--- config.mk ---
export PLATFORM = sky130hd
export DESIGN_NAME = base_timer
export DESIGN_NICKNAME = d
export VERILOG_FILES = /design/src/rtl/bt_pkg.sv /design/src/rtl/bt_src_mux.sv /design/src/rtl/bt_chain.sv /design/src/rtl/bt_flags.sv /design/src/rtl/base_timer.sv
export SDC_FILE = /design/constraint.sdc
export NUM_CORES = 1
export LEC_CHECK = 0
export BUFFER_PORTS_ARGS = -buffer_cell sky130_fd_sc_hd__buf_2
export CELL_PAD_IN_SITES_DETAIL_PLACEMENT = 2
export CELL_PAD_IN_SITES_GLOBAL_PLACEMENT = 2
export CORE_MARGIN = 1.5
export CORE_UTILIZATION = 39
export CTS_BUF_LIST = sky130_fd_sc_hd__clkbuf_2
export CTS_CLUSTER_DIAMETER = 80
export DETAILED_ROUTE_END_ITERATION = 16
export HOLD_SLACK_MARGIN = 0.1
export PLACE_DENSITY = 0.92
export SLEW_MARGIN = 40
export SYNTH_ARGS = -nofsm -noshare
export SYNTH_HDL_FRONTEND = slang
export SYNTH_SLANG_ARGS = --single-unit
--- constraint.sdc ---
create_clock -name clk -period 3.1 [get_ports clk]
set_input_delay 0.31 -clock clk [delete_from_list [all_inputs] [get_ports clk]]
set_output_delay 0.31 -clock clk [all_outputs]
set_load 0.02 [all_outputs]
--- src/rtl/bt_pkg.sv ---
package bt_pkg;

   typedef enum logic [1:0] {
      SRC_XTAL = 2'd0,
      SRC_SYS  = 2'd1,
      SRC_PRE  = 2'd2,
      SRC_NONE = 2'd3
   } bt_src_e;

   // Highest bit index whose carry closes a short period for tap i
   function automatic int tap_top_bit(input int lo, input int step, input int i);
      return lo + step * i;
   endfunction

endpackage

--- src/rtl/bt_src_mux.sv ---
module bt_src_mux
   import bt_pkg::*;
(
   input  logic       clk,
   input  logic       rst_n,
   input  logic [1:0] src_sel,
   input  logic       xtal_tick,
   input  logic       sys_tick,
   input  logic       pre_tick,
   output logic       cnt_en,
   output logic       restart
);

   bt_src_e src_now;
   bt_src_e src_q;

   assign src_now = bt_src_e'(src_sel);

   always_ff @(posedge clk or negedge rst_n) begin
      if (!rst_n) src_q <= SRC_XTAL;
      else        src_q <= src_now;
   end

   assign restart = (src_now != src_q);

   always_comb begin
      unique case (src_now)
         SRC_XTAL: cnt_en = xtal_tick;
         SRC_SYS:  cnt_en = sys_tick;
         SRC_PRE:  cnt_en = pre_tick;
         default:  cnt_en = 1'b0;
      endcase
   end

   AST_NONE_IDLE: assert property (@(posedge clk) disable iff (!rst_n)
      (src_sel == 2'd3) |-> !cnt_en);

endmodule

--- src/rtl/bt_chain.sv ---
module bt_chain
   import bt_pkg::*;
#(
   parameter int CNT_W    = 14,
   parameter int TAP_LO   = 4,
   parameter int TAP_STEP = 2,
   parameter int N_TAPS   = 4
) (
   input  logic              clk,
   input  logic              rst_n,
   input  logic              cnt_en,
   input  logic              restart,
   output logic [N_TAPS-1:0] tap_carry,
   output logic              full_carry
);

   localparam int TOP_TAP = TAP_LO + TAP_STEP * (N_TAPS - 1);

   if (TOP_TAP >= CNT_W - 1) begin : g_bad_taps
      $error("bt_chain: highest tap must lie below the top counter bit");
   end
   if (TAP_STEP < 1 || TAP_LO < 0) begin : g_bad_step
      $error("bt_chain: tap spacing must be positive");
   end

   logic [CNT_W-1:0] cnt;
   logic             adv;

   assign adv = cnt_en & ~restart;

   always_ff @(posedge clk or negedge rst_n) begin
      if (!rst_n)       cnt <= '0;
      else if (restart) cnt <= '0;
      else if (adv)     cnt <= cnt + 1'b1;
   end

   for (genvar i = 0; i < N_TAPS; i++) begin : g_tap
      localparam int HI = tap_top_bit(TAP_LO, TAP_STEP, i);
      assign tap_carry[i] = adv & (&cnt[HI:0]);
   end

   assign full_carry = adv & (&cnt);

   AST_CNT_STEP: assert property (@(posedge clk) disable iff (!rst_n)
      (cnt_en && !restart) |=> (cnt == CNT_W'($past(cnt) + 1'b1)));
   AST_CNT_HOLD: assert property (@(posedge clk) disable iff (!rst_n)
      (!cnt_en && !restart) |=> $stable(cnt));
   AST_RESTART_ZERO: assert property (@(posedge clk) disable iff (!rst_n)
      restart |=> (cnt == '0));

endmodule

--- src/rtl/bt_flags.sv ---
module bt_flags #(
   parameter int N_TAPS = 4,
   parameter int IVL_W  = 2
) (
   input  logic              clk,
   input  logic              rst_n,
   input  logic [N_TAPS-1:0] tap_carry,
   input  logic              full_carry,
   input  logic [IVL_W-1:0]  ivl_sel,
   input  logic              flag_clr,
   output logic              long_flag,
   output logic              short_flag
);

   logic short_ev;

   assign short_ev = (int'(ivl_sel) < N_TAPS) ? tap_carry[ivl_sel] : 1'b0;

   always_ff @(posedge clk or negedge rst_n) begin
      if (!rst_n) begin
         long_flag  <= 1'b0;
         short_flag <= 1'b0;
      end else begin
         long_flag  <= (long_flag  & ~flag_clr) | full_carry;
         short_flag <= (short_flag & ~flag_clr) | short_ev;
      end
   end

   AST_LONG_SET: assert property (@(posedge clk) disable iff (!rst_n)
      full_carry |=> long_flag);
   AST_SHORT_SET: assert property (@(posedge clk) disable iff (!rst_n)
      short_ev |=> short_flag);
   AST_LONG_STICKY: assert property (@(posedge clk) disable iff (!rst_n)
      (long_flag && !flag_clr) |=> long_flag);
   AST_SHORT_CLEAR: assert property (@(posedge clk) disable iff (!rst_n)
      (flag_clr && !short_ev) |=> !short_flag);

endmodule

--- src/rtl/base_timer.sv ---
module base_timer #(
   parameter int CNT_W    = 14,
   parameter int TAP_LO   = 4,
   parameter int TAP_STEP = 2,
   parameter int N_TAPS   = 4,
   parameter int IVL_W    = $clog2(N_TAPS)
) (
   input  logic             clk,
   input  logic             rst_n,
   input  logic             xtal_tick,
   input  logic             sys_tick,
   input  logic             pre_tick,
   input  logic [1:0]       src_sel,
   input  logic [IVL_W-1:0] ivl_sel,
   input  logic             flag_clr,
   input  logic             long_ie,
   input  logic             short_ie,
   output logic             long_flag,
   output logic             short_flag,
   output logic             irq
);

   if ((1 << IVL_W) < N_TAPS) begin : g_bad_ivl
      $error("base_timer: interval select too narrow for tap count");
   end

   logic              cnt_en;
   logic              restart;
   logic [N_TAPS-1:0] tap_carry;
   logic              full_carry;

   bt_src_mux u_src (
      .clk(clk), .rst_n(rst_n), .src_sel(src_sel),
      .xtal_tick(xtal_tick), .sys_tick(sys_tick), .pre_tick(pre_tick),
      .cnt_en(cnt_en), .restart(restart)
   );

   bt_chain #(.CNT_W(CNT_W), .TAP_LO(TAP_LO), .TAP_STEP(TAP_STEP), .N_TAPS(N_TAPS)) u_chain (
      .clk(clk), .rst_n(rst_n), .cnt_en(cnt_en), .restart(restart),
      .tap_carry(tap_carry), .full_carry(full_carry)
   );

   bt_flags #(.N_TAPS(N_TAPS), .IVL_W(IVL_W)) u_flags (
      .clk(clk), .rst_n(rst_n), .tap_carry(tap_carry), .full_carry(full_carry),
      .ivl_sel(ivl_sel), .flag_clr(flag_clr),
      .long_flag(long_flag), .short_flag(short_flag)
   );

   assign irq = (long_flag & long_ie) | (short_flag & short_ie);

   AST_IRQ_NEEDS_FLAG: assert property (@(posedge clk) disable iff (!rst_n)
      irq |-> (long_flag || short_flag));
   AST_RESET_QUIET: assert property (@(posedge clk) disable iff (!rst_n)
      $rose(rst_n) |-> (!long_flag && !short_flag));

endmodule

Word-level counts from Yosys, hierarchy flattened:

Cells that the tools add are included.
W data, S select, Z words.

* flip-flop bits (word level): 18
* output and inout bits: 3
* input bits: 12

* $lt $le $gt $ge: 1
* muxes and demuxes: 5
* bitwise operators: 15
* add/sub/neg operators: 1
* reduce and logical (&&, ||, !) cells: 7
* equality and inequality tests: 3

Operators by type and width (count)
* $mux W14: 2
* $add A14 B1 Y14 const B: 1
* $reduce_and A14 Y1: 1
* $reduce_and A11 Y1: 1
* $and A1 B1 Y1: 10
* $reduce_and A9 Y1: 1
* $reduce_and A7 Y1: 1
* $reduce_and A5 Y1: 1
* $lt A2 B3 Y1 const B: 1
* $or A1 B1 Y1: 3
* $pmux W1 S3: 1
* $bmux W1 S2: 1
* $eq A2 B1 Y1 const B: 1
* $eq A2 B2 Y1 const B: 1
* $logic_not A2 Y1: 1
* $ne A2 B2 Y1: 1
* $not A1 Y1: 2
* $reduce_bool A2 Y1: 1
* $mux W1: 1

Longest topological paths before layout:

Gate-level depths: netlist of the first run.

* depth in word-level cells: 7
* depth in mapped cells: 7
* depth with buffers taken out: 7

By module:

From an unflattened synthesis of the first run, not the netlist that was laid out.

* cell total of the unflattened synthesis: 99
* area, all modules: 977.2 um2

Modules (own cells, without submodules)
* bt_chain: cells an instance 84, area an instance 783.3 um2, instances 1
* bt_src_mux: cells an instance 8, area an instance 93.8 um2, instances 1
* bt_flags: cells an instance 6, area an instance 91.3 um2, instances 1
* base_timer: cells an instance 1, area an instance 8.8 um2, instances 1

Worst setup path after synthesis of the first run:

No wires, ideal clock.

* path type: register -> register
* start: register u_chain.cnt[0]
* end: register u_flags.short_flag
* arrival: 1546 ps
* slack: 1433 ps
* clock period less this slack: 1667 ps
* library setup time: 121 ps
* buffers on the path: 0
* stages on the path, launching flop included: 8
* path through: dfrtp_1 -> ha_1 -> and3_2 -> ha_1 -> nor2b_1 -> a211oi_1 -> nor3_1 -> a22o_1

* cells in the longest elaborated chain, start to end: 5

Ends and longest elaborated chain
* from (decl): line bt_chain.sv:26 `logic [CNT_W-1:0] cnt;`
* from (signal assigned): line bt_chain.sv:34 `else if (adv) cnt <= cnt + 1'b1;`
* $reduce_and A11 Y1, or another cell as far along: line bt_chain.sv:39 `assign tap_carry[i] = adv & (&cnt[HI:0]);`
* $and A1 B1 Y1: line bt_chain.sv:39
* $bmux W1 S2 (*): line bt_flags.sv:17 `assign short_ev = (int'(ivl_sel) < N_TAPS) ? tap_carry[ivl_sel] : 1'b0;`
* $mux W1 (not written as such) (*): line bt_flags.sv:17
* $or A1 B1 Y1 (*): line bt_flags.sv:25 `short_flag <= (short_flag & ~flag_clr) | short_ev;`
* to (signal assigned): line bt_flags.sv:25
* to (decl): line bt_flags.sv:12 `output logic short_flag`

Mark *: on every way between the ends. The rest lies on a longest branch, timed or not. The select of a mux whose other input is x is not followed.
A chain may end at the register's enable or synchronous reset.

Final worst setup path of the first run:

Ends and elaborated chain as after synthesis.

==> results of run 1 <==
==> cell type report <==
| type | count | area [µm²] | share of cell area [%] |
|---|---|---|---|
| Sequential cell | 18 | 450 | 41.7 |
| Clock buffer | 3 | 15.0 | 1.39 |
| Clock inverter | 1 | 3.75 | 0.347 |
| Multi-Input combinational cell | 72 | 482 | 44.6 |
| Timing Repair Buffer | 15 | 80.1 | 7.41 |
| Inverter | 4 | 15.0 | 1.39 |
| Tap cell | 28 | 35.0 | 3.24 |
==> kinds of logic after synthesis <==
kind of cell	after synthesis
buf+inv	7
xor+xnor	3
flops	18
compound gates	26
mux	4
simple gates	36
fa+ha+maj	3
==> path summary, 6_finish.rpt <==
path	from	cells past startpoint	to	slack (ns)
min reg2reg	u_flags.long_flag$_DFF_PN0_	1	u_flags.long_flag$_DFF_PN0_	0.54
max reg2reg	u_chain.cnt[0]$_DFFE_PN0P_	7	u_flags.short_flag$_DFF_PN0_	1.25
max in group asynchronous	rst_n	2	u_chain.cnt[10]$_DFFE_PN0P_	2.38
max	u_chain.cnt[0]$_DFFE_PN0P_	7	u_flags.short_flag$_DFF_PN0_	1.25
min	src_sel[0]	1	u_src.src_q[0]$_DFF_PN0_	0.15
min in group asynchronous	rst_n	2	u_chain.cnt[8]$_DFFE_PN0P_	0.44
==> where the power goes <==
group | total (mW) | switching [mW] | internal [mW]
Combinational | 0.0437 | 0.0290 | 0.0147
Clock | 0.104 | 0.0757 | 0.0280
Sequential | 0.240 | 0.00226 | 0.238
==> cells in the mapped netlist <==
master,instances,area (µm²)
sky130_fd_sc_hd__ha_1,3,37.5
sky130_fd_sc_hd__a21oi_1,10,50.1
sky130_fd_sc_hd__buf_2,1,5.00
sky130_fd_sc_hd__o2bb2ai_1,1,8.76
sky130_fd_sc_hd__mux2i_1,4,40.0
sky130_fd_sc_hd__nand3b_1,1,7.51
sky130_fd_sc_hd__o31ai_1,3,22.5
sky130_fd_sc_hd__or3_1,7,43.8
sky130_fd_sc_hd__buf_4,1,7.51
sky130_fd_sc_hd__xnor2_1,2,17.5
sky130_fd_sc_hd__and4_4,1,11.3
sky130_fd_sc_hd__nand3_1,2,10.0
sky130_fd_sc_hd__and2_1,2,12.5
sky130_fd_sc_hd__or4_1,4,30.0
sky130_fd_sc_hd__xor2_1,1,8.76
sky130_fd_sc_hd__o21ai_0,8,40.0
sky130_fd_sc_hd__nor2_1,5,18.8
sky130_fd_sc_hd__nand4_1,3,18.8
sky130_fd_sc_hd__o21a_1,1,7.51
sky130_fd_sc_hd__nand3_4,1,17.5
sky130_fd_sc_hd__nor2b_1,2,12.5
sky130_fd_sc_hd__and3_2,1,7.51
sky130_fd_sc_hd__dfrtp_1,18,450
sky130_fd_sc_hd__a22o_1,2,17.5
sky130_fd_sc_hd__and4_1,1,8.76
sky130_fd_sc_hd__a211oi_1,1,7.51
sky130_fd_sc_hd__clkbuf_1,1,3.75
sky130_fd_sc_hd__nor3_1,1,5.00
sky130_fd_sc_hd__nand2_1,5,18.8
sky130_fd_sc_hd__inv_1,4,15.0
==> routing by layer <==
| metal | up-vias | wire, µm |
|---|---|---|
| met2 | 16 | 1350 |
| met4 | 0 | 10 |
| li1 | 391 | - |
| met1 | 419 | 1070 |
| met5 | - | 0 |
| met3 | 2 | 69 |
==> per-stage QoR <==
stage	area (µm²)	hold WS (ns)	worst slack, ns	power, mW	utilization [%]
6_report	1080	0.150	1.25	0.388	47.5
5_1_grt	1080	0.110	1.15	0.408	47.5
4_1_cts	1080	0.132	1.21	0.392	47.4
3_5_place_dp	1050	0.262	1.16	0.287	46.2
3_3_place_gp	1050	0.267	1.26	0.285	46.2
2_1_floorplan	962	0.0144	1.43	0.268	-
==> critical path, cell delays in order, from the launching register on <==
cell and delay (ns):
sky130_fd_sc_hd__dfrtp_1 0.45, sky130_fd_sc_hd__ha_1 0.29, sky130_fd_sc_hd__and3_2 0.24, sky130_fd_sc_hd__ha_1 0.17, sky130_fd_sc_hd__nor2b_1 0.13, sky130_fd_sc_hd__a211oi_1 0.22
sky130_fd_sc_hd__nor3_1 0.07, sky130_fd_sc_hd__a22o_1 0.20
==> registers in the layout, summed over array words and instances (netlist names) <==
register,cells
u_chain.cnt,14
u_src.src_q,2
u_flags.long_flag,1
u_flags.short_flag,1
==> reports/results.md, run 1 <==
## Yosys
* 46.8% — post-synthesis sequential area ratio
* 112 — Post-Syn Nets
* 0 — yosys synthesis warning count
* 23.1% — simple-gate area share of the yosys netlist
* 9.92 µm² — average size of a mapped cell
* simple AND/OR/NAND/NOR gates — largest family of logic cells by synthesized area
* 2.73% — post-synthesis share of cell area spent on xor and xnor gates
* 97 — synthesized netlist cell count
* 16.0% — complex-gate fraction of the synthesized area
* 962 µm² — netlist area before placement
* 3.90% — adder and majority gate portion of the synthesized area
* 18 — post-synthesis register bit count
* 4.16% — multiplexer share of the synthesized area
* 30 — Distinct cells, synth

## Final layout
* 0 — Antenna Diode Count
* sky130_fd_sc_hd__dfrtp_1 (18), sky130_fd_sc_hd__buf_2 (14), sky130_fd_sc_hd__a21oi_1 (10), sky130_fd_sc_hd__o21ai_0 (8), sky130_fd_sc_hd__or3_1 (7) — leading cell types in the layout, fill and taps excluded
* 262 — fill count
* 141 — Final Instance Count excl. Fillers
* 18.6% — layout cell share with drive strength beyond 1
* 129 — Final #Nets
* 12.4% — area grow syn2layout
* sky130_fd_sc_hd__dfrtp_1 — most common cell after layout, fill and taps aside

## STA
* 0.540 GHz — f_max
* 0 ns — setup total negative slack
* 1.85 ns — min Tclk post-route
* 59.5% — worst slew margin relative to its limit
* false — setup repair after global routing missed its margin
* 0 — number of pins exceeding their max-slew limit in the final report
* 0.606 ns — Worst Max-Slew Pin Slew
* 59.8% — final worst path period share
* 0 — final-report hold violation count
* 0 — endpoints failing setup
* 0.00117 ns — Clock Skew

## Worst setup path
* 4 — Critical Path Fanout Max
* 2.07 ns — worst endpoint data arrival time
* 3.32 ns — worst path required time
* reg2reg — CP Class
* flip-flop — endpoint class of the critical path
* flip-flop — category of the worst setup path launch point

## Detailed routing
* 2 — TritonRoute pass-1 iters
* 828 — count of vias placed by the detailed router
* 2500 µm — total wire length after detailed routing
* 17.8 µm — Routed WL per cell
* 0 — DRC violations left
* 11 — initial detailed-routing violation count
* 5.87 — vias per cell
* 0 — Post-DRT Antenna Nets

## CTS
* 0 — post-cts resize count
* 3 — number of buffers created by CTS
* 0 — Setup Fix Bufs, Post-CTS
* 0.18 ns — clock transition at the registers of the reported paths
* sky130_fd_sc_hd__clkbuf_2 — buffer cell driving the clock tree root
* 0.30 ns — source-to-sink clock delay at the later pin of the worst-skew pair
* done — CTS tree
* 1 — hold buffers post-CTS
* 1 — H-tree levels
* 18 — TritonCTS Sinks
* 2 — buffer levels on the longest clock path

## Die
* 2280 µm² — area of the core
* 52.7 µm — die width
* 17 — Placement Rows
* 15 — number of top-level design ports
* 52.7 µm — Vert. Die Dim
* 2770 µm² — floorplan die area
* 42.3% — Starting Density

## GRT
* 39.6% — met2 Track Usage GR
* 21.9% — global-route usage over all layers
* 4410 µm — global-route wire length before repair
* 5.14% — met3 demand-to-capacity share in global routing
* 0 — total congestion overflow after global routing
* 26.4% — Global Route met1 Usage
* met2 — routing layer with the top usage in global route
* 920 — number of global-route vias before repair
* 27 — pin count of the biggest net entering global routing
* 0 — antenna violations before repair

## Power and ir drop
* 0.464 nW — Leakage Power
* 0.000212 V — peak supply drop
* 359 nW/µm² — power density over the cells

## Placement
* 14 — Buffers on Ports
* 0.746 — Placer Congestion
* 1850 µm — DPL Wire Length
* 136 — instance count after placement with tap cells included

## Run status
* finished, final reports clean — result of the run

## Flow run
* 0 — max cap viols

## Hold path
* in2reg — min-delay worst type

(Power assumes the default switching activity.)
==> run 2, diff against run 1 <==
- ABC_AREA: default -> 1
- CORE_UTILIZATION: 39 -> 30
- PLACE_DENSITY: 0.92 -> 0.82
- clock period: 3.1 -> 1.5 ns (I/O delays scaled with it)
==> run 2 against run 1 <==
The flow now finishes with violations (setup timing). Register-to-register slack worse by 1.3 ns. Flip-flop and latch count unchanged. Die area up 55%. Maximum frequency up 19%. Synthesized cell count up 64%. Final area up 42%. Core utilization down 6.3 points. Combinational power rose to 4.0 times the previous value. Largest cell class unchanged.
==> reports/results.md, run 2 <==
## Run status
* complete, but fails checks — result of the run
* setup timing — violations in the final reports

## STA
* 0.0108 ns — Clock Skew
* 1.55 ns — min Tclk post-route
* 70.3% — worst slew margin relative to its limit
* 103% — final worst path period share
* 0 — number of pins exceeding their max-slew limit in the final report
* -0.0505 ns — setup total negative slack
* 0.193 ns — worst hold margin
* 1 — endpoints failing setup
* 0.645 GHz — f_max
* 0 — final-report hold violation count
* 0.446 ns — Worst Max-Slew Pin Slew
* true — setup repair after global routing missed its margin
* -0.0505 ns — final critical-path setup slack

## Final layout
* sky130_fd_sc_hd__nand2_1 (47), sky130_fd_sc_hd__inv_1 (20), sky130_fd_sc_hd__dfrtp_1 (18), sky130_fd_sc_hd__buf_4 (15), sky130_fd_sc_hd__buf_2 (14) — leading cell types in the layout, fill and taps excluded
* 211 — Final #Nets
* 14 — number of flip-flops under the largest register name
* sky130_fd_sc_hd__nand2_1 — most common cell after layout, fill and taps aside
* 242 — Final Instance Count excl. Fillers
* 32.0% — layout cell share with drive strength beyond 1
* 30.2% — area grow syn2layout
* 0 — Antenna Diode Count
* u_chain.cnt — top register by number of flip-flops
* u_chain.cnt: 14 flops, u_src.src_q: 2 flops — registers with the most flip-flops

## Detailed routing
* 4.94 — vias per cell
* 0 — Post-DRT Antenna Nets
* 0 — DRC violations left
* 4 — TritonRoute pass-1 iters
* 1195 — count of vias placed by the detailed router
* 35 — initial detailed-routing violation count
* 4340 µm — total wire length after detailed routing
* 17.9 µm — Routed WL per cell

## Yosys
* 7.40 µm² — average size of a mapped cell
* sky130_fd_sc_hd__dfrtp_1 — library cell occupying the most area in the post-synthesis netlist
* sky130_fd_sc_hd__dfrtp_1 — main flop type after synthesis
* sky130_fd_sc_hd__nand2_1 (49), sky130_fd_sc_hd__inv_1 (20), sky130_fd_sc_hd__dfrtp_1 (18), sky130_fd_sc_hd__nor2_1 (13), sky130_fd_sc_hd__nand3_1 (12) — most instantiated cells after synthesis
* 38.3% — area share of the largest cell type after synthesis
* sky130_fd_sc_hd__dfrtp_1 (38%), sky130_fd_sc_hd__nand2_1 (16%), sky130_fd_sc_hd__inv_1 (6.4%) — synth top area cells
* 38.3% — post-synthesis sequential area ratio
* 24 — Distinct cells, synth
* 159 — synthesized netlist cell count
* 100% — Async S/R FF share, synth
* 174 — Post-Syn Nets
* 0 — yosys synthesis warning count
* 0 — EDFF count, synth
* 1180 µm² — netlist area before placement
* sky130_fd_sc_hd__nand2_1 — most frequent cell after synthesis
* 18 — post-synthesis register bit count

## Worst setup path
* 2 — Critical Path Fanout Max
* flip-flop — endpoint class of the critical path
* 1.79 ns — worst path required time
* 1.84 ns — worst endpoint data arrival time
* flip-flop — category of the worst setup path launch point
* reg2reg — CP Class

## Flow run
* 0 — max cap viols

## Die
* 3720 µm² — area of the core
* 4310 µm² — floorplan die area
* 65.6 µm — die width
* 22 — Placement Rows
* 31.6% — Starting Density
* 65.6 µm — Vert. Die Dim
* 15 — number of top-level design ports

## CTS
* 0.33 ns — source-to-sink clock delay at the later pin of the worst-skew pair
* 1 — H-tree levels
* sky130_fd_sc_hd__clkbuf_2 — buffer cell driving the clock tree root
* 18 — TritonCTS Sinks
* 2 — buffer levels on the longest clock path
* 3 — number of buffers created by CTS
* done — CTS tree
* 0.20 ns — clock transition at the registers of the reported paths

## Placement
* 3040 µm — DPL Wire Length
* 14 — Buffers on Ports
* 0.745 — Placer Congestion
* 227 — instance count after placement with tap cells included
* -0.113 ns — Post-Place Setup Slack

## Power and ir drop
* 0.770 nW — Leakage Power
* 589 nW/µm² — power density over the cells
* 0.000358 V — peak supply drop

## GRT
* 6810 µm — global-route wire length before repair
* 21.1% — global-route usage over all layers
* 0 — antenna violations before repair
* 19 — pin count of the biggest net entering global routing
* 0 — total congestion overflow after global routing
* 1382 — number of global-route vias before repair

## Hold path
* in2reg — min-delay worst type

==> run 2: changes by cell type in the layout (fill, tap and decap cells not counted), sizes merged, moves of 5 or more <==
cell   before  now
nor2        5   18
inv         4   23
nand2       5   56
nor3        1    6
nand3       3   13
buf        14   29
or3         7    0
==> run 2: path summary, 6_finish.rpt <==
kind	slack, ns	cells after the start	end	start
min in group asynchronous	0.26	2	u_flags.short_flag$_DFF_PN0_	rst_n
min	0.19	4	u_flags.short_flag$_DFF_PN0_	ivl_sel[0]
max in group asynchronous	0.92	2	u_chain.cnt[6]$_DFFE_PN0P_	rst_n
max reg2reg	-0.05	10	u_flags.short_flag$_DFF_PN0_	u_chain.cnt[0]$_DFFE_PN0P_
min reg2reg	0.58	2	u_flags.short_flag$_DFF_PN0_	u_flags.short_flag$_DFF_PN0_
max	-0.05	10	u_flags.short_flag$_DFF_PN0_	u_chain.cnt[0]$_DFFE_PN0P_
==> run 2: report_power, final <==
group	switching, mW	internal [mW]
Combinational	0.108	0.0650
Clock	0.176	0.0545
Sequential	0.00594	0.493
==> run 2: cell type report <==
class                   count  area (µm²)
multi-input cells         117         692
flip-flops and latches     18         450
clock buffers               3        15.0
inverters                  23        91.3
fillers                   431        2180
repair buffers             33         223
well taps                  48        60.1
==> run 2: kinds of logic after synthesis <==
logic type                 synth area share, %
AOI/OAI and AO/OA                         6.60
buffers and inverters                     8.40
adders and majority gates                 3.19
and+or+nand+nor                           43.5
DFF                                       38.3
==> run 2: stage by stage <==
stage / util, % / total power, mW / instance area [µm²]
after floorplan: - / 0.582 / 1180
after global placement: 36.3 / 0.634 / 1350
after detailed placement: 36.3 / 0.643 / 1350
after CTS: 39.1 / 0.885 / 1450
after global routing: 41.2 / 0.937 / 1530
final: 41.2 / 0.902 / 1530
==> run 2: metal layers <==
| layer | wire (µm) | GRT usage (%) | vias to the layer above |
|---|---|---|---|
| li1 | - | - | 574 |
| met1 | 1710 | 23.4 | 595 |
| met2 | 2460 | 41.3 | 20 |
| met3 | 100 | 3.94 | 6 |
| met4 | 71 | 4.17 | 0 |
| met5 | 0 | 0 | - |
==> run 2: worst max-delay path: stages, from the launching register on <==
cell	delay (ns)
sky130_fd_sc_hd__dfrtp_1	0.44
sky130_fd_sc_hd__ha_4	0.17
sky130_fd_sc_hd__nand2_4	0.05
sky130_fd_sc_hd__nor2_4	0.12
sky130_fd_sc_hd__nand3_2	0.10
sky130_fd_sc_hd__nor2_4	0.13
sky130_fd_sc_hd__ha_4	0.13
sky130_fd_sc_hd__a21oi_2	0.06
sky130_fd_sc_hd__a21oi_2	0.15
sky130_fd_sc_hd__nand2_1	0.08
sky130_fd_sc_hd__nand2_1	0.08
==> run 2: what timing repair did <==
action,4_1_cts,5_1_grt
setup endpoints to repair,2,12
hold buffers,4,0
hold endpoints to repair,22,0
gates resized for setup,4,13
gates cloned,0,0
pin swaps,3,9
buffers inserted,4,4
==> run 3, diff against run 2 <==
- CORE_ASPECT_RATIO: default -> 1.25
- CORE_UTILIZATION: 30 -> 36
- PLACE_DENSITY: 0.82 -> 0.91
- clock period: 1.5 -> 1.9 ns (I/O delays scaled with it)
==> run 3 against run 2 <==
The flow now finishes without violations. Global-route usage grew 1.2 points. Maximum frequency shrank 7.1%. Via count shrank 3.5%. Sequential power shrank 21%. Critical path depth is the same. Die area shrank 16%. Worst hold slack lost 0.063 ns. Power shrank 24%. Worst setup slack gained 0.28 ns. Critical path type unchanged.
==> reports/results.md, run 3 (synthesis results as in run 2) <==
## Run status
* finished, final reports clean — result of the run

## Power and ir drop
* 217 µW — sw power
* 0.694 nW — Leakage Power
* 0.000437 V — peak supply drop
* 687 µW — total power after layout
* 15.6% — proportion of power drawn by combinational gates
* 470 µW — internal power
* 27.3% — clock network fraction of design power
* 507 nW/µm² — power density over the cells
* 57.1% — part of the total power dissipated in sequential elements
* 31.6% — net switching fraction of the power

## Worst setup path
* 0.23 ns — R2R setup slack
* 0.41 ns — maximum single-stage delay on the critical path
* flip-flop — category of the worst setup path launch point
* sky130_fd_sc_hd__dfrtp_1 — cell at the slowest stage of the critical path
* 0 — buffer and inverter count on the worst path
* reg2reg — CP Class
* 2.19 ns — worst path required time
* simple AND/OR/NAND/NOR gates — kind of cell adding the most delay to the critical path
* flip-flop — endpoint class of the critical path
* 1.96 ns — worst endpoint data arrival time
* ha_1, nand2_2, nor2_4, nand3_1, nor2_1, ha_1, a21oi_1, a21oi_1, nand2_1, nand2_1 — cells traversed along the worst timing path
* u_flags.short_flag$_DFF_PN0_ — R2R Path End
* 7 — Critical Path Fanout Max
* 10 — depth of the most critical reg-to-reg path
* u_chain.cnt[0]$_DFFE_PN0P_ — launch point of the worst reg-to-reg path

## Final layout
* 219 — Final Instance Count excl. Fillers
* 14 — number of flip-flops under the largest register name
* 15.2% — area grow syn2layout
* sky130_fd_sc_hd__nand2_1 — most common cell after layout, fill and taps aside
* 42.8% — core occupancy in the finished layout
* 198 — Final #Nets
* 21.4% — layout cell share with drive strength beyond 1
* u_chain.cnt: 14 flops, u_src.src_q: 2 flops — registers with the most flip-flops
* u_chain.cnt — top register by number of flip-flops
* 627 µm² — Multi-input gate area
* 0 — Antenna Diode Count
* 377 — fill count
* 1360 µm² — post-route cell area
* 450 µm² — area used by sequential logic in the layout
* sky130_fd_sc_hd__nand2_1 (49), sky130_fd_sc_hd__inv_1 (20), sky130_fd_sc_hd__dfrtp_1 (18), sky130_fd_sc_hd__buf_2 (14), sky130_fd_sc_hd__nor2_1 (13) — leading cell types in the layout, fill and taps excluded

## STA
* 0 — number of pins exceeding their max-slew limit in the final report
* 0 — endpoints failing setup
* 0.430 ns — Worst Max-Slew Pin Slew
* 0.00956 ns — Clock Skew
* 0.230 ns — final critical-path setup slack
* 0 — final-report hold violation count
* 1.67 ns — min Tclk post-route
* 0.599 GHz — f_max
* 0.129 ns — worst hold margin
* 0 ns — setup total negative slack
* false — setup repair after global routing missed its margin
* 87.9% — final worst path period share
* 71.3% — worst slew margin relative to its limit

## Detailed routing
* 0 — Post-DRT Antenna Nets
* 0 — DRC violations left
* 12 — initial detailed-routing violation count
* 3610 µm — total wire length after detailed routing
* 3 — TritonRoute pass-1 iters
* 1153 — count of vias placed by the detailed router
* 5.26 — vias per cell
* 16.5 µm — Routed WL per cell

## CTS
* sky130_fd_sc_hd__clkbuf_2 — buffer cell driving the clock tree root
* 18 — TritonCTS Sinks
* 0.21 ns — clock transition at the registers of the reported paths
* 1 — H-tree levels
* done — CTS tree
* 3 — number of buffers created by CTS
* 0.33 ns — source-to-sink clock delay at the later pin of the worst-skew pair
* 0 — post-cts resize count
* 2 — buffer levels on the longest clock path

## GRT
* 1324 — number of global-route vias before repair
* 19 — pin count of the biggest net entering global routing
* 22.3% — global-route usage over all layers
* 0 — total congestion overflow after global routing
* 5830 µm — global-route wire length before repair
* 0 — antenna violations before repair

## Die
* 15 — number of top-level design ports
* 23 — Placement Rows
* 66.9 µm — Vert. Die Dim
* 3620 µm² — floorplan die area
* 3170 µm² — area of the core
* 54.1 µm — die width
* 37.2% — Starting Density

## Hold path
* in2reg — min-delay worst type
* ivl_sel[0] — launch point of the worst hold path
* 4 — Worst Hold Depth
* u_flags.short_flag$_DFF_PN0_ — Hold Crit Endpoint

## Placement
* 14 — Buffers on Ports
* 1280 µm² — placed cell area
* 2760 µm — DPL Wire Length
* 0.176 ns — Post-Place Setup Slack
* 0.806 — Placer Congestion
* 209 — instance count after placement with tap cells included

## Flow run
* 0 — max cap viols

==> run 3: changes by cell type in the layout (fill, tap and decap cells not counted), moves of 2 or more <==
cell	delta
sky130_fd_sc_hd__buf_4	-13
sky130_fd_sc_hd__a21oi_2	-2
sky130_fd_sc_hd__a21oi_1	+2
sky130_fd_sc_hd__nor3_1	+2
sky130_fd_sc_hd__nor3_2	-2
sky130_fd_sc_hd__ha_4	-2
sky130_fd_sc_hd__ha_1	+2
sky130_fd_sc_hd__nand2_1	+2
==> run 3: worst max-delay path by stage <==
stage                                from  slack, ns  depth (start not counted)                           end
4_1_cts        u_chain.cnt[1]$_DFFE_PN0P_       0.12                         10  u_flags.short_flag$_DFF_PN0_
3_5_place_dp   u_chain.cnt[1]$_DFFE_PN0P_       0.18                         10  u_flags.short_flag$_DFF_PN0_
6_report       u_chain.cnt[0]$_DFFE_PN0P_       0.23                         10  u_flags.short_flag$_DFF_PN0_
5_1_grt        u_chain.cnt[0]$_DFFE_PN0P_       0.03                         10  u_flags.short_flag$_DFF_PN0_
2_1_floorplan  u_chain.cnt[1]$_DFFE_PN0P_       0.42                         10  u_flags.short_flag$_DFF_PN0_
3_3_place_gp   u_chain.cnt[1]$_DFFE_PN0P_       0.32                         10  u_flags.short_flag$_DFF_PN0_
==> run 3: what timing repair did <==
item | CTS | global route
endpoints found under the setup margin | 0 | 1
hold buffers | 4 | 0
setup buffers | 0 | 2
hold endpoints to repair | 22 | 0
==> run 3: worst reg2reg max path, delay by kind of cell, from the launching register on <==
kind | cells | cell delay, ns
compound gates | 2 | 0.21
simple gates | 6 | 0.64
fa+ha+maj | 2 | 0.37
flops | 1 | 0.41
==> run 3: area by class of cell <==
cell class | count | area share [%]
clock buffers | 3 | 1.11
multi-input cells | 117 | 46.3
repair buffers | 20 | 9.23
well taps | 37 | 3.42
flip-flops and latches | 18 | 33.2
clock inverters | 1 | 0.277
inverters | 23 | 6.46
==> run 3: layer usage <==
| metal | vias to the layer above | track usage, % | share of wire [%] |
|---|---|---|---|
| li1 | 553 | - | - |
| met1 | 573 | 23.7 | 41 |
| met2 | 21 | 42.5 | 56 |
| met3 | 6 | 2.02 | 1.9 |
| met4 | 0 | 9.38 | 1.2 |
| met5 | - | 0 | 0 |
==> run 3: power by group through the flow <==
stage                     clock network (mW)  registers [mW]  logic, mW
after global routing                   0.206           0.394      0.120
final                                  0.188           0.393      0.107
after CTS                              0.193           0.394      0.105
after detailed placement                   0           0.401     0.0989
after global placement                     0           0.399     0.0926
after floorplan                            0           0.400     0.0593
